### src/rtl/ecap_pkg.sv
// Shared definitions for the dual-slot edge capture block.
// Assumes two capture slots; the slot count width is derived from that.
package ecap_pkg;
    typedef enum logic [1:0] {
        EDGE_NONE    = 2'd0,
        EDGE_RISE    = 2'd1,
        EDGE_FALL    = 2'd2,
        EDGE_EITHER  = 2'd3
    } edge_sel_e;

    localparam int NUM_SLOTS = 2;
    localparam int SLOT_W    = $clog2(NUM_SLOTS + 1);
endpackage

### src/rtl/ecap_edge_det.sv
// Edge detector: compares the pin with its value one cycle earlier and
// reports a hit for the edge kind chosen by the mode.
// Assumes pin is already synchronized; the history updates every cycle.
module ecap_edge_det
    import ecap_pkg::*;
(
    input  logic      clk,
    input  logic      rst_n,
    input  logic      pin,
    input  logic [1:0] mode,
    output logic      hit
);
    logic pin_q;

    // Hold last cycle's pin level, regardless of mode.
    always_ff @(posedge clk) begin
        if (!rst_n) pin_q <= 1'b0;
        else        pin_q <= pin;
    end

    // Select the qualifying edge kind.
    always_comb begin
        unique case (edge_sel_e'(mode))
            EDGE_RISE:   hit = pin & ~pin_q;
            EDGE_FALL:   hit = ~pin & pin_q;
            EDGE_EITHER: hit = pin ^ pin_q;
            default:     hit = 1'b0;
        endcase
    end
endmodule

### src/rtl/ecap_slot_ctrl.sv
// Slot controller: keeps the saturating slot count, decides which capture
// register is written, applies the two clear sources and forms the event.
// Assumes ctrl_wr coincides with the first cycle the new mode is visible.
module ecap_slot_ctrl
    import ecap_pkg::*;
(
    input  logic                 clk,
    input  logic                 rst_n,
    input  logic                 hit,
    input  logic                 pin_is_input,
    input  logic [1:0]           mode,
    input  logic                 cnt_sel,
    input  logic                 stat_clr_cap,
    input  logic                 ctrl_wr,
    output logic [NUM_SLOTS-1:0] slot_we,
    output logic [SLOT_W-1:0]    slot_cnt,
    output logic                 evt
);
    logic [1:0] mode_q;
    logic       arm_clr;
    logic       clr_any;
    logic       take;

    // Clear sources and capture qualification.
    always_comb begin
        arm_clr = ctrl_wr && (mode_q == EDGE_NONE) && (mode != EDGE_NONE);
        clr_any = stat_clr_cap | arm_clr;
        take    = hit & pin_is_input & ~clr_any &
                  (slot_cnt < SLOT_W'(NUM_SLOTS));
    end

    // One write enable per slot, chosen by the current count.
    for (genvar i = 0; i < NUM_SLOTS; i++) begin : g_we
        assign slot_we[i] = take && (slot_cnt == SLOT_W'(i));
    end

    // Count, event and previous-mode registers.
    always_ff @(posedge clk) begin
        if (!rst_n) begin
            slot_cnt <= '0;
            evt      <= 1'b0;
            mode_q   <= EDGE_NONE;
        end else begin
            mode_q <= mode;
            evt    <= take && (slot_cnt == SLOT_W'(cnt_sel));
            if (clr_any)   slot_cnt <= '0;
            else if (take) slot_cnt <= slot_cnt + 1'b1;
        end
    end
endmodule

### src/rtl/ecap_bank.sv
// Capture register bank: one register per slot, loaded from the counter
// when its write enable is high. Assumes at most one enable per cycle.
module ecap_bank
    import ecap_pkg::*;
#(
    parameter int CNT_W = 32
) (
    input  logic                            clk,
    input  logic                            rst_n,
    input  logic [NUM_SLOTS-1:0]            we,
    input  logic [CNT_W-1:0]                din,
    output logic [NUM_SLOTS-1:0][CNT_W-1:0] q
);
    for (genvar i = 0; i < NUM_SLOTS; i++) begin : g_slot
        // Load this slot's register on its enable.
        always_ff @(posedge clk) begin
            if (!rst_n)     q[i] <= '0;
            else if (we[i]) q[i] <= din;
        end
    end
endmodule

### src/rtl/edge_capture_unit.sv
// Dual-slot edge input capture: latches the counter into two registers on
// selected pin edges and strobes an event after the first or second one.
// Assumes a synchronized pin and single-cycle write strobes.
module edge_capture_unit
    import ecap_pkg::*;
#(
    parameter int CNT_W = 32
) (
    input  logic             clk,
    input  logic             rst_n,
    input  logic             pin_in,
    input  logic [CNT_W-1:0] counter_in,
    input  logic [1:0]       cap_mode,
    input  logic             cnt_sel,
    input  logic             pin_is_input,
    input  logic             stat_clr_cap,
    input  logic             ctrl_wr,
    output logic [CNT_W-1:0] cap_first,
    output logic [CNT_W-1:0] cap_second,
    output logic             cap_event
);
    logic                            hit;
    logic [NUM_SLOTS-1:0]            slot_we;
    logic [SLOT_W-1:0]               slot_cnt;
    logic [NUM_SLOTS-1:0][CNT_W-1:0] regs;

    ecap_edge_det u_edge (
        .clk(clk), .rst_n(rst_n), .pin(pin_in), .mode(cap_mode), .hit(hit)
    );

    ecap_slot_ctrl u_ctrl (
        .clk(clk), .rst_n(rst_n), .hit(hit), .pin_is_input(pin_is_input),
        .mode(cap_mode), .cnt_sel(cnt_sel), .stat_clr_cap(stat_clr_cap),
        .ctrl_wr(ctrl_wr), .slot_we(slot_we), .slot_cnt(slot_cnt),
        .evt(cap_event)
    );

    ecap_bank #(.CNT_W(CNT_W)) u_bank (
        .clk(clk), .rst_n(rst_n), .we(slot_we), .din(counter_in), .q(regs)
    );

    assign cap_first  = regs[0];
    assign cap_second = regs[1];
endmodule

### config.mk
export PLATFORM = sky130hd
export DESIGN_NAME = edge_capture_unit
export DESIGN_NICKNAME = d
export VERILOG_FILES = /design/src/rtl/ecap_pkg.sv /design/src/rtl/ecap_edge_det.sv /design/src/rtl/ecap_slot_ctrl.sv /design/src/rtl/ecap_bank.sv /design/src/rtl/edge_capture_unit.sv
export SDC_FILE = /design/constraint.sdc
export NUM_CORES = 1
export LEC_CHECK = 0
export BUFFER_PORTS_ARGS = -buffer_cell sky130_fd_sc_hd__buf_2
export CORE_ASPECT_RATIO = 0.6
export CORE_MARGIN = 3
export CORE_UTILIZATION = 48
export CTS_CLUSTER_DIAMETER = 40
export DETAILED_ROUTE_END_ITERATION = 8
export PLACE_DENSITY_LB_ADDON = 0.08
export SLEW_MARGIN = 20
export SYNTH_ARGS = -nofsm -noshare
export SYNTH_HDL_FRONTEND = slang
export SYNTH_SLANG_ARGS = --single-unit
### constraint.sdc
create_clock -name clk -period 2.6 [get_ports clk]
set_input_delay 0.78 -clock clk [delete_from_list [all_inputs] [get_ports clk]]
set_output_delay 0.78 -clock clk [all_outputs]
set_load 0.02 [all_outputs]
==> metrics.md <==
| Metric | Value |
|---|---|
| Status | finished, final reports clean |
| Power per cell area | 632 mW/mm² |
| Achievable Freq | 468 MHz |
| Worst hold start | u_bank.q[0] |
| Cells after synthesis | 276 |
| Adder-Cell Fraction of Synth Area | 1.82% |
| Detailed Place HPWL | 4.20 mm |
| Reg2Reg Setup Slack | 740 ps |
| DRC viols | 0 |
| Antenna-violating nets left | 0 |
| Met3 Use GR | 8.36% |
| Area growth, synth to finish | 30.4% |
| Final wirelength | 5.91 mm |
| Crit-path max FO | 17 |
| M1 GR Usage | 23.8% |
| Final Cycle Share | 82.1% |
| Critical path required time | 2820 ps |
| Synthesized area | 0.00275 mm² |
| Simple-Gate Fraction of Synth Area | 17.0% |
| Hold Path Sink | u_bank.q[0] |
| CTS tree | built |
| Hold Path Stages | 2 |
| Global routing usage on met2 | 28.9% |
| 1st-iter DRT viols | 102 |
| GRT overflow | 0 |
| Crit end category | flip-flop |
| WL/cell | 12.7 µm |
| Core footprint | 0.00528 mm² |
| Tot Pwr | 2.27 mW |
| Via count | 2153 |
| Syn Area/Cell | 9.96 µm² |
| Fin nets | 427 |
| Root Driver | clkbuf_8 |
| FF+latch count, synth | 70 |
| Clock sinks | 70 |
| CTS Hold Bufs | 0 |
| Synth top area share | 51.0% |
| RSZ-0062 raised after global routing | no |
| Num CTS Buffers | 9 |
| Share of layout cells above drive strength 1 | 34.9% |
| Final Hold Slack | 454 ps |
| Crit path kind | input pin to flip-flop |
| Largest family of logic cells by synthesized area | multiplexers |
| Reg-to-Reg Start | u_edge.pin_q |
| Synthesized net count | 321 |
| Worst R2R Path Depth | 6 |
| Worst Path Arrival | 2350 ps |
| Startpoint types | input pin |
| Die width | 104 µm |
| Mux share of post-synthesis cell area | 23.3% |
| Slew HR | 69.0% |
| Synth warnings | 0 |
| Fillers | 446 |
| Final Skew | 7.44 ps |
| Synth area leaders | dfxtp_1, mux2i_1, nand2_1 |
| Worst skew pair latency | 330 ps |
| Endpoints failing setup | 0 |
| GR peak layer | met2 |
| Ports | 106 |
| Final hold viol count | 0 |
| Minimum clock period | 2140 ps |
| Placer Congestion | 0.772 |
| Clk buf depth | 2 |
| Starting Density | 52.1% |
| IO buf count | 105 |
| Finished Layout Cells | 464 |
| Antenna violations before repair | 0 |
| Post-CTS Setup Bufs | 0 |
| Worst slew pin tran | 466 ps |
| Largest net degree at the start of global routing | 52 |
| Post-Synth XOR/XNOR Area | 0.637% |
| Drt pass-1 iters | 4 |
| Hold/Removal Path Class | flip-flop to flip-flop |
| Vias in the first global route | 2112 |
| Pre-CTS setup slack | 121 ps |
| Maximum vdd drop | 0.359 mV |
| Area leader, netlist | dfxtp_1 |
| Maxcap violations | 0 |
| GR Util All Layers | 18.6% |
| Final Slew Violations | 0 |
| Setup TNS | 0 ps |
| Reg-to-reg endpoint | u_bank.q[1] |
| DIE AREA | 0.00670 mm² |
| # rows | 20 |
| Clock transition at the registers of the reported paths | 70 ps |
| Chip Height | 64.6 µm |
| Synth unique cells | 18 |
| Quantity of gates resized following cts | 0 |
| Vias per inst | 4.64 |
| # diodes | 0 |
| LEAKAGE | 2.06 nW |
| Compound-gate portion of the synthesized area | 1.77% |
| H-tree depth | 3 |
| Register area share after synthesis | 51.0% |
| First-pass GRT wire length | 9.98 mm |
| Final worst slack | 465 ps |
| Placed Cells | 448 |
## cell type report
| type | instances | area [µm²] | area share (%) |
|---|---|---|---|
| Clock inverter | 5 | 81.3 | 2.27 |
| Clock buffer | 11 | 151 | 4.22 |
| Tap cell | 77 | 96.3 | 2.69 |
| Timing Repair Buffer | 112 | 616 | 17.2 |
| Sequential cell | 70 | 1400 | 39.1 |
| Multi-Input combinational cell | 185 | 1220 | 34.2 |
| Inverter | 4 | 15.0 | 0.419 |
## power by group
part           total [mW]  switching, mW  internal (mW)
sequential           1.10        0.00957           1.09
clock               0.989          0.396          0.592
combinational       0.178          0.104         0.0738
## cell families (layout without fill, tap and decap cells)
logic type,Yosys count,count (layout)
AO/OA/AOI/OAI,4,4
XOR/XNOR,2,2
adder cells (fa/ha/maj),4,4
buffers and inverters,21,132
flip-flops,70,70
multiplexers,64,64
AND/OR/NAND/NOR,111,111
## synth_stat cells (all sizes together)
master   n
ha       4
or2b     3
clkbuf  11
buf      6
dfxtp   70
a21oi    2
a31oi    1
nor2     4
a311oi   1
mux2i   64
xnor2    2
or2      1
inv      4
nand3    2
and2     3
nand2   98
## flip-flops by register name, summed over array words and instances (netlist names)
name             count
u_edge.pin_q         1
u_ctrl.slot_cnt      2
u_bank.q            64
u_ctrl.evt           1
u_ctrl.mode_q        2
## worst max-delay path: stages
cell,delay [ps]
buf_2,90
inv_1,40
ha_1,280
or2b_1,250
a311oi_4,410
nand3_4,160
buf_12,200
mux2i_1,130
## worst max path at each step
stage / startpoint / to
2_1_floorplan: pin_in / u_bank.q[0]
3_3_place_gp: pin_in / u_bank.q[1]
3_5_place_dp: pin_in / u_bank.q[1]
4_1_cts: pin_in / u_bank.q[1]
5_1_grt: pin_in / u_bank.q[1]
6_report: pin_in / u_bank.q[1]
## through the flow
step	util [%]	area [µm²]
after floorplan	-	2750
after global placement	63.5	3350
after detailed placement	63.5	3350
after CTS	67.9	3590
after global routing	67.9	3590
final	67.9	3590
## layer usage
| layer | wire length, µm | vias to the layer above |
|---|---|---|
| li1 | - | 1112 |
| met2 | 2470 | 65 |
| met3 | 484 | 4 |
| met4 | 30 | 0 |
| met5 | 0 | - |
| met1 | 2920 | 972 |
## placed cells by master, fill, tap and decap left out, drive strengths merged
| master | netlist | final |
|---|---|---|
| a21oi | 2 | 2 |
| a311oi | 1 | 1 |
| a31oi | 1 | 1 |
| and2 | 3 | 3 |
| buf | 6 | 112 |
| bufinv | 0 | 2 |
| clkbuf | 11 | 11 |
| clkinv | 0 | 2 |
| clkinvlp | 0 | 1 |
| dfxtp | 70 | 70 |
| ha | 4 | 4 |
| inv | 4 | 4 |
| mux2i | 64 | 64 |
| nand2 | 98 | 98 |
| nand3 | 2 | 2 |
| nor2 | 4 | 4 |
| or2 | 1 | 1 |
| or2b | 3 | 3 |
| xnor2 | 2 | 2 |
Note: power is estimated with default switching activity, not from simulation.
